`config.mk`:
```
export PLATFORM = sky130hd
export DESIGN_NAME = iir3_interp
export DESIGN_NICKNAME = d
export VERILOG_FILES = /design/src/rtl/iir3_pkg.sv /design/src/rtl/iir3_pole_sec.sv /design/src/rtl/iir3_fir_branch.sv /design/src/rtl/iir3_commutator.sv /design/src/rtl/iir3_interp.sv
export SDC_FILE = /design/constraint.sdc
export NUM_CORES = 2
export LEC_CHECK = 0
export BUFFER_PORTS_ARGS = -buffer_cell sky130_fd_sc_hd__buf_2
export CAP_MARGIN = 20
export CORE_ASPECT_RATIO = 1.25
export CORE_MARGIN = 1.5
export CORE_UTILIZATION = 28
export DETAILED_ROUTE_END_ITERATION = 10
export PLACE_DENSITY = 0.44
export SLEW_MARGIN = 20
export SYNTH_ARGS = -nofsm -noshare
export SYNTH_HDL_FRONTEND = slang
export SYNTH_SLANG_ARGS = --single-unit
```
`constraint.sdc`:
```
create_clock -name clk -period 31.7 [get_ports clk]
set_input_delay 4.755 -clock clk [delete_from_list [all_inputs] [get_ports clk]]
set_output_delay 4.755 -clock clk [all_outputs]
set_load 0.02 [all_outputs]
```
`src/rtl/iir3_pkg.sv`:
```
package iir3_pkg;
  typedef logic signed [63:0] acc_t;
  localparam int PHASES = 3;

  // Floor division by 2^frac (arithmetic shift)
  function automatic acc_t rescale(input acc_t v, input int frac);
    return v >>> frac;
  endfunction

  function automatic acc_t lim_hi(input int w);
    return (acc_t'(1) <<< (w - 1)) - acc_t'(1);
  endfunction

  function automatic acc_t lim_lo(input int w);
    return -(acc_t'(1) <<< (w - 1));
  endfunction

  function automatic acc_t mul(input acc_t a, input acc_t b);
    return a * b;
  endfunction
endpackage

```
`src/rtl/iir3_pole_sec.sv`:
```
module iir3_pole_sec
  import iir3_pkg::*;
#(
  parameter int DW    = 16,
  parameter int CW    = 16,
  parameter int FRAC  = 14,
  parameter int ORDER = 2,
  parameter logic [ORDER*CW-1:0] COEF = '0
) (
  input  logic                 clk,
  input  logic                 rst,
  input  logic                 adv,
  input  logic signed [DW-1:0] x_in,
  output logic signed [DW-1:0] y_out
);
  logic signed [DW-1:0] w1;
  acc_t fb2, acc, scaled;
  logic sat_hi, sat_lo;

  generate
    if (ORDER == 2) begin : g_o2
      logic signed [DW-1:0] w2;
      always_ff @(posedge clk) begin
        if (rst)      w2 <= '0;
        else if (adv) w2 <= w1;
      end
      assign fb2 = mul(acc_t'($signed(COEF[2*CW-1:CW])), acc_t'(w2));
    end else begin : g_o1
      assign fb2 = '0;
    end
  endgenerate

  always_comb begin
    acc    = (acc_t'(x_in) <<< FRAC)
           - mul(acc_t'($signed(COEF[CW-1:0])), acc_t'(w1)) - fb2;
    scaled = rescale(acc, FRAC);
    sat_hi = scaled > lim_hi(DW);
    sat_lo = scaled < lim_lo(DW);
    if (sat_hi)      y_out = {1'b0, {(DW-1){1'b1}}};
    else if (sat_lo) y_out = {1'b1, {(DW-1){1'b0}}};
    else             y_out = DW'(scaled);
  end

  always_ff @(posedge clk) begin
    if (rst)      w1 <= '0;
    else if (adv) w1 <= y_out;
  end

  AST_SEC_NO_WRAP: assert property (@(posedge clk) disable iff (rst)
    (acc < 0) == (y_out < 0));
endmodule

```
`src/rtl/iir3_fir_branch.sv`:
```
module iir3_fir_branch
  import iir3_pkg::*;
#(
  parameter int DW   = 16,
  parameter int CW   = 16,
  parameter int FRAC = 14,
  parameter int NTAP = 3,
  parameter logic [NTAP*CW-1:0] TAPS = '0
) (
  input  logic                 clk,
  input  logic                 rst,
  input  logic                 adv,
  input  logic signed [DW-1:0] v_in,
  output logic signed [DW-1:0] y_out
);
  logic signed [DW-1:0] dl [NTAP-1];
  logic signed [DW-1:0] tv [NTAP];
  acc_t acc, scaled;

  always_comb begin
    tv[0] = v_in;
    for (int i = 1; i < NTAP; i++) tv[i] = dl[i-1];
    acc = '0;
    for (int i = 0; i < NTAP; i++)
      acc = acc + mul(acc_t'($signed(TAPS[i*CW +: CW])), acc_t'(tv[i]));
    scaled = rescale(acc, FRAC);
    if (scaled > lim_hi(DW))      y_out = {1'b0, {(DW-1){1'b1}}};
    else if (scaled < lim_lo(DW)) y_out = {1'b1, {(DW-1){1'b0}}};
    else                          y_out = DW'(scaled);
  end

  always_ff @(posedge clk) begin
    if (rst) begin
      for (int i = 0; i < NTAP-1; i++) dl[i] <= '0;
    end else if (adv) begin
      dl[0] <= v_in;
      for (int i = 1; i < NTAP-1; i++) dl[i] <= dl[i-1];
    end
  end

  AST_BR_NO_WRAP: assert property (@(posedge clk) disable iff (rst)
    (acc < 0) == (y_out < 0));
endmodule

```
`src/rtl/iir3_commutator.sv`:
```
module iir3_commutator
  import iir3_pkg::*;
#(
  parameter int DW = 16
) (
  input  logic                   clk,
  input  logic                   rst,
  input  logic                   load,
  input  logic [PHASES*DW-1:0]   br_data,
  output logic                   out_valid,
  output logic signed [DW-1:0]   out_data,
  output logic [1:0]             phase,
  output logic                   last_phase
);
  localparam logic [1:0] PH_LAST = 2'(PHASES - 1);
  logic [DW-1:0] hold [PHASES];

  always_ff @(posedge clk) begin
    if (rst) begin
      out_valid <= 1'b0;
      phase     <= '0;
      for (int k = 0; k < PHASES; k++) hold[k] <= '0;
    end else if (load) begin
      out_valid <= 1'b1;
      phase     <= '0;
      for (int k = 0; k < PHASES; k++) hold[k] <= br_data[k*DW +: DW];
    end else if (out_valid) begin
      if (phase == PH_LAST) begin
        out_valid <= 1'b0;
        phase     <= '0;
      end else begin
        phase <= phase + 2'd1;
      end
    end
  end

  assign out_data   = $signed(hold[phase]);
  assign last_phase = out_valid && (phase == PH_LAST);

  AST_LOAD_TO_P0: assert property (@(posedge clk) disable iff (rst)
    load |=> out_valid && phase == 2'd0);
  AST_FRAME_HOLDS: assert property (@(posedge clk) disable iff (rst)
    (out_valid && phase != PH_LAST) |=> out_valid);
  AST_FRAME_ENDS: assert property (@(posedge clk) disable iff (rst)
    (out_valid && phase == PH_LAST && !load) |=> !out_valid);
  AST_PHASE_LEGAL: assert property (@(posedge clk) disable iff (rst)
    phase <= PH_LAST);
  AST_NO_MIDFRAME_LOAD: assert property (@(posedge clk) disable iff (rst)
    load |-> (!out_valid || phase == PH_LAST));
  AST_RESET_IDLE: assert property (@(posedge clk)
    rst |=> !out_valid && phase == 2'd0);
endmodule

```
`src/rtl/iir3_interp.sv`:
```
module iir3_interp
  import iir3_pkg::*;
#(
  parameter int DW   = 16,
  parameter int CW   = 16,
  parameter int FRAC = 14,
  parameter int NTAP = 3,
  parameter logic signed [CW-1:0] S1_A1 = -16'sd8192,
  parameter logic signed [CW-1:0] S2_A1 = -16'sd9830,
  parameter logic signed [CW-1:0] S2_A2 = 16'sd3277,
  parameter logic signed [CW-1:0] S3_A1 = -16'sd4915,
  parameter logic signed [CW-1:0] S3_A2 = 16'sd1638,
  parameter logic [PHASES*NTAP*CW-1:0] NUM_TAPS = {
    16'sd200, 16'sd300, 16'sd400, 16'sd700, 16'sd800,
    16'sd900, 16'sd1400, 16'sd1500, 16'sd1200}
) (
  input  logic                 clk,
  input  logic                 rst,
  input  logic                 in_valid,
  output logic                 in_ready,
  input  logic signed [DW-1:0] in_data,
  output logic                 out_valid,
  output logic signed [DW-1:0] out_data,
  output logic [1:0]           out_phase
);
  // Polyphase split: branch k takes numerator taps k, k+3, k+6, ...
  function automatic logic [NTAP*CW-1:0] phase_taps(input int k);
    logic [NTAP*CW-1:0] t;
    t = '0;
    for (int i = 0; i < NTAP; i++)
      t[i*CW +: CW] = NUM_TAPS[(PHASES*i + k)*CW +: CW];
    return t;
  endfunction

  logic accept, last_phase;
  logic signed [DW-1:0] s1_y, s2_y, cas_v;
  logic [PHASES*DW-1:0] br_bus;

  assign in_ready = !out_valid || last_phase;
  assign accept   = in_valid && in_ready;

  iir3_pole_sec #(.DW(DW), .CW(CW), .FRAC(FRAC), .ORDER(1), .COEF(S1_A1))
    u_sec1 (.clk(clk), .rst(rst), .adv(accept), .x_in(in_data), .y_out(s1_y));
  iir3_pole_sec #(.DW(DW), .CW(CW), .FRAC(FRAC), .ORDER(2), .COEF({S2_A2, S2_A1}))
    u_sec2 (.clk(clk), .rst(rst), .adv(accept), .x_in(s1_y), .y_out(s2_y));
  iir3_pole_sec #(.DW(DW), .CW(CW), .FRAC(FRAC), .ORDER(2), .COEF({S3_A2, S3_A1}))
    u_sec3 (.clk(clk), .rst(rst), .adv(accept), .x_in(s2_y), .y_out(cas_v));

  generate
    for (genvar k = 0; k < PHASES; k++) begin : g_branch
      iir3_fir_branch #(.DW(DW), .CW(CW), .FRAC(FRAC), .NTAP(NTAP),
                        .TAPS(phase_taps(k)))
        u_br (.clk(clk), .rst(rst), .adv(accept), .v_in(cas_v),
              .y_out(br_bus[k*DW +: DW]));
    end
  endgenerate

  iir3_commutator #(.DW(DW)) u_comm (
    .clk(clk), .rst(rst), .load(accept), .br_data(br_bus),
    .out_valid(out_valid), .out_data(out_data), .phase(out_phase),
    .last_phase(last_phase));

  AST_ACCEPT_STARTS: assert property (@(posedge clk) disable iff (rst)
    accept |=> out_valid && out_phase == 2'd0);
  AST_READY_MIDFRAME: assert property (@(posedge clk) disable iff (rst)
    (out_valid && out_phase == 2'd0) |=> !in_ready);
endmodule

```
* After elaboration in Yosys (flattened, before gate mapping) *
Memory sizes are Yosys's and may differ from the RTL's. A register that Yosys moved wholly into a read port is not among the register bits.
Cells that the tools add are included.

storage, ports and cells
  flip-flop bits (word level) = 83
  latch bits = 0
  RAM bits = 144
  bits in read-only memories = 0
  input port bits = 19
  word-level logic and storage cells = 96
  memories = 4

memory list
  name                 depth  bits a word  read ports  clocked after memory_dff  write ports  RTL line               text
  u_comm.hold          3      16           1           1                         3            iir3_commutator.sv:16  logic [DW-1:0] hold [PHASES];
  g_branch[0].u_br.dl  2      16           2           0                         2            iir3_fir_branch.sv:16  logic signed [DW-1:0] dl [NTAP-1];
  g_branch[1].u_br.dl  2      16           2           0                         2            iir3_fir_branch.sv:16
  g_branch[2].u_br.dl  2      16           2           0                         2            iir3_fir_branch.sv:16

cells by class
  add/sub/neg operators = 13
  $mul = 13
  div/mod/pow operators = 0
  $lt $le $gt $ge = 12
  equality and inequality tests = 1
  shift-type cells = 0
  muxes and demuxes = 32
  bitwise gates (word level) = 9
  reduce and logical (&&, ||, !) cells = 5

operators with widths
  operator                                                                number
  16-bit two-way mux                                                      21
  50-bit by 16-bit > comparator with 1-bit output, second input constant  6
  50-bit by 16-bit < comparator with 1-bit output, second input constant  6
  64-bit adder                                                            3
  64-bit by 26-bit adder with 64-bit output                               2
  9-bit by 16-bit multiplier with 25-bit output, first input constant     3
  6-bit by 16-bit multiplier with 22-bit output, first input constant     3
  64-bit by 25-bit adder with 64-bit output                               1
  30-bit by 64-bit subtractor with 64-bit output                          1
  14-bit by 16-bit multiplier with 30-bit output, first input constant    2
  16-bit negator with 51-bit output                                       1
  8-bit by 16-bit multiplier with 24-bit output, first input constant     2
  32-bit by 29-bit subtractor with 33-bit output                          1
  30-bit by 31-bit subtractor with 32-bit output                          1
  31-bit by 28-bit subtractor with 32-bit output                          1
  30-bit by 30-bit subtractor with 31-bit output                          1
  13-bit by 16-bit multiplier with 29-bit output, first input constant    1
  11-bit by 16-bit multiplier with 27-bit output, first input constant    1
  10-bit by 16-bit multiplier with 26-bit output, first input constant    1
  1-bit OR                                                                9
  1-bit two-way mux                                                       8
  2-bit two-way mux                                                       3
  2-bit by 1-bit adder with 2-bit output, second input constant           1
  2-bit equality test, second input constant                              1
  4 further kinds                                                         5

* Depth between registers and ports, before layout *
  depth in word-level cells = 22
  depth in mapped cells = 104
  depth with buffers taken out = 101

* Hierarchy *
Synthesis repeated with hierarchy kept, for this count alone.

second synthesis, totals
  cell total of the unflattened synthesis = 6,493
  area total of the unflattened synthesis = 59,749.8 um^2

modules (own cells, without submodules)
  module                               instances  cells an instance  area an instance (um^2)  sequential area each (um^2)
  iir3_pole_sec at u_sec2              1          1,288              12,152.9                 640.6
  iir3_pole_sec at u_sec3              1          1,140              10,825.4                 640.6
  iir3_fir_branch at g_branch[1].u_br  1          1,132              10,468.8                 960.9
  iir3_fir_branch at g_branch[2].u_br  1          1,122              10,420.0                 960.9
  iir3_fir_branch at g_branch[0].u_br  1          925                8,619.5                  960.9
  iir3_pole_sec at u_sec1              1          712                4,933.5                  320.3
  iir3_commutator                      1          172                2,307.2                  1,541.5
  iir3_interp                          1          2                  22.5                     0.0

* Worst setup path after synthesis *
OpenSTA, ideal clock, no wires.

  path type = input to register
  start = in in_data[2]
  end = mem u_comm.hold[1][10], data pin
  setup time = 0.270 ns
  arrival time = 26.222 ns
  data required time = 31.430 ns
  path slack = 5.208 ns
  stages on the path = 90
  path buffers = 5
  path through = ha_1 > a21o_1 > nor3_2 > a21oi_1 > o2111ai_2 > nand3_2 > and3_4 > o211a_1 > or3_1 > a2111oi_2 > nand4_1 > and4bb_1 > nand4_1 > o41ai_4 > buf_4 > o31a_1 > fa_1 > fa_1 > [54 not listed] > nor2b_1 > xnor2_1 > fa_1 > ha_1 > nand2_1 > nand2b_1 > a21o_1 > a21o_1 > a21o_1 > a211oi_1 > inv_1 > fa_1 > nand4b_1 > nor3b_1 > a21oi_1 > nand2_1 > clkbuf_1 > o21ai_0

RTL lines
  element      RTL line               text
  from (decl)  iir3_interp.sv:21      input logic signed [DW-1:0] in_data,
  to (decl)    iir3_commutator.sv:16

==> flow_metrics.py <==
metrics = {
    "worst_setup_path": {
        "critPathLaunchType": "input pin",
        "r2r_slack_ns": 4.30,
        "max_stage_delay_ns": 0.89,
        "arrival_ns": 29.91,
        "cp_data_required_time_ns": 32.07,
        "crit_top_cell": "fa_1",
        "crit_path_end_kind": "register",
        "cpMaxStageDelayCell": "o211ai_1",
        "worst_r2r_path_depth": 92,
        "path_class": "input pin to register",
        "path_max_fanout": 26,
    },
    "timing": {
        "slew_headroom_pct": 26.01,
        "rsz0062_at_grt": "false",
        "fin_setup_tns_ns": 0,
        "holdWs_ns": 0.4995,
        "skew_ns": 0.02461,
        "setup_viol": 0,
        "slew_violations": 0,
        "hold_viol": 0,
        "worst_pin_slew_ns": 1.105,
        "fmax_mhz": 33.85,
        "layout_worst_path_cycle_share_pct": 93.19,
        "fin_crit_ns": 29.54,
    },
    "detailed_routing": {
        "drt-initial-drc-count": 1344,
        "drc": 0,
        "final_antenna_net_count": 0,
        "wire_per_inst_um": 18.53,
        "wirelength_um": 149500,
        "dr.pass1.iters": 5,
        "viasPerCell": 4.588,
        "vias": 37020,
    },
    "clock_tree": {
        "ctsResizeCount": 0,
        "cts_root_buffer": "clkbuf_16",
        "clkLatencyLatePin_ns": 0.56,
        "cts_buffers": 17,
        "clock_path_buffers": 2,
        "cts_tree": "yes",
        "postCtsSetupBuffers": 0,
        "h-tree-depth": 4,
        "path_clk_slew_ns": 0.08,
        "ctsHoldBuffers": 0,
        "cts.sinks": 165,
    },
    "floorplanning": {
        "coreArea_um2": 180300,
        "die_h_um": 480.1,
        "start_util_pct": 28.28,
        "die_area_um2": 184700,
        "die_w_um": 384.7,
        "std_cell_rows": 174,
        "io_pins": 39,
    },
    "grt": {
        "grtUsageTotal_pct": 16.69,
        "antenna_found_initial": 0,
        "grt_pass1_wl_um": 234400,
        "overflow": 0,
        "first_global_vias": 40430,
        "grt_max_degree": 57,
    },
    "synth": {
        "avgSynthCellArea_um2": 9.009,
        "ys_ff_latch": 165,
        "ys_async_sr_fraction_pct": 0,
        "synth_fp_nets": 7439,
        "yosysSeqAreaShare_pct": 8.049,
        "synth_edf_count": 80,
        "synth_ff_type": "dfxtp_1",
        "yosys.area.top_type_share_pct": 29.53,
        "yosys-top-cells-area": "fa_1 30%, ha_1 25%, inv_1 11%",
        "yosysUniqueCellTypes": 88,
        "synthCells": 5659,
        "ys_warn_count": 0,
        "yosys.area.top_type": "fa_1",
        "syn-cell-area_um2": 50980,
    },
    "worst_hold_path": {
        "hp-class": "register to register",
        "whs_path_depth": 2,
    },
    "finish": {
        "layout_common_cells": "1544 x inv_1, 1009 x ha_1, 752 x fa_1, 252 x a21oi_1, 239 x o21ai_0",
        "fin_nets": 7458,
        "fillers": 19320,
        "seq_area_um2": 4104,
        "drive_gt1_share_pct": 2.776,
        "multi_input_area_um2": 40810,
        "final_common_cell": "inv_1",
        "syn_to_final_growth_pct": 7.492,
        "postLayoutCoreUtil_pct": 30.40,
        "design_area_um2": 54800,
    },
    "status": {
        "outcome": "finished clean",
    },
    "job": {
        "maxCapViolCount": 0,
    },
    "place": {
        "placed_cell_area_um2": 54190,
        "place.gp.congestion": 0.8750,
        "io_buffers": 38,
        "dp_hpwl_um": 131300,
    },
}
## routing by layer
layer	up-vias	track usage [%]	wire, um
met4	0	3.543	2942
met2	339	32.56	81600
met1	18410	19.66	62930
li1	18150	-	-
met3	119	1.121	2040
met5	-	0	0
## synth_stat cells (62+ instances only)
cell	count
ha_1	1009
xor2_1	102
nand2_1	226
inv_1	1544
o21ai_0	239
dfxtp_1	85
fa_1	752
a21o_1	95
a21oi_1	253
xnor2_1	232
nor2_1	205
nor3_1	62
clkbuf_1	73
edfxtp_1	80
## critical path: cells and delay by family
family	cells	cell delay [ns]
AND/OR/NAND/NOR	16	3.91
multiplexers	1	0.21
buffers and inverters	11	2.49
XOR/XNOR	2	0.56
adder cells (fa/ha/maj)	17	7.49
AO/OA/AOI/OAI	39	10.42
## area by class of cell
type                    count  area share [%]
clock inverters            15          0.3402
diodes                      2        0.009132
well taps                2376           5.425
repair buffers             78          0.8950
multi-input cells        3870           74.47
flip-flops and latches    165           7.488
inverters                1546           10.59
clock buffers              17          0.7762
## flip-flops by register name, summed over array words and instances (netlist names), named ones only
name and count:
u_comm.out_valid 1, u_comm.phase 2, u_sec3.g_o2.w2 16, u_sec3.w1 16, u_sec2.w1 16, u_sec1.w1 16
u_comm.hold 48, u_sec2.g_o2.w2 16, g_branch.u_br.dl 32
## cell families (layout without fill, tap and decap cells)
| family | count (synthesis) | after routing | share of synthesized area [%] |
|---|---|---|---|
| buffers and inverters | 1624 | 1656 | 11.97 |
| adders and majority gates | 1761 | 1761 | 54.29 |
| muxes | 27 | 27 | 0.5325 |
| DFF | 165 | 165 | 8.049 |
| AOI/OAI and AO/OA | 945 | 945 | 11.77 |
| xor gates and xnor gates | 334 | 334 | 5.738 |
| and+or+nand+nor | 802 | 802 | 7.642 |
| other | 1 | 3 | 0.007355 |
## through the flow
stage	worst slack (ns)	instances
3_3_place_gp	1.533	8035
2_1_floorplan	5.208	5659
3_5_place_dp	1.383	8035
4_1_cts	1.894	8067
6_report	2.159	8069
5_1_grt	0.1153	8067
## path summary, 6_finish.rpt
| check | start | end |
|---|---|---|
| setup / recovery | in_data[15] | u_comm.hold[0][13] |
| hold / removal | u_sec3.g_o2.w2[2] | u_sec3.g_o2.w2[2] |
| setup reg to reg | u_sec2.w1[4] | u_comm.hold[0][13] |
| hold reg to reg | u_sec3.g_o2.w2[2] | u_sec3.g_o2.w2[2] |
Power is not shown: default switching activity piles up to over one toggle a cycle in this logic, so the estimate is an artifact.
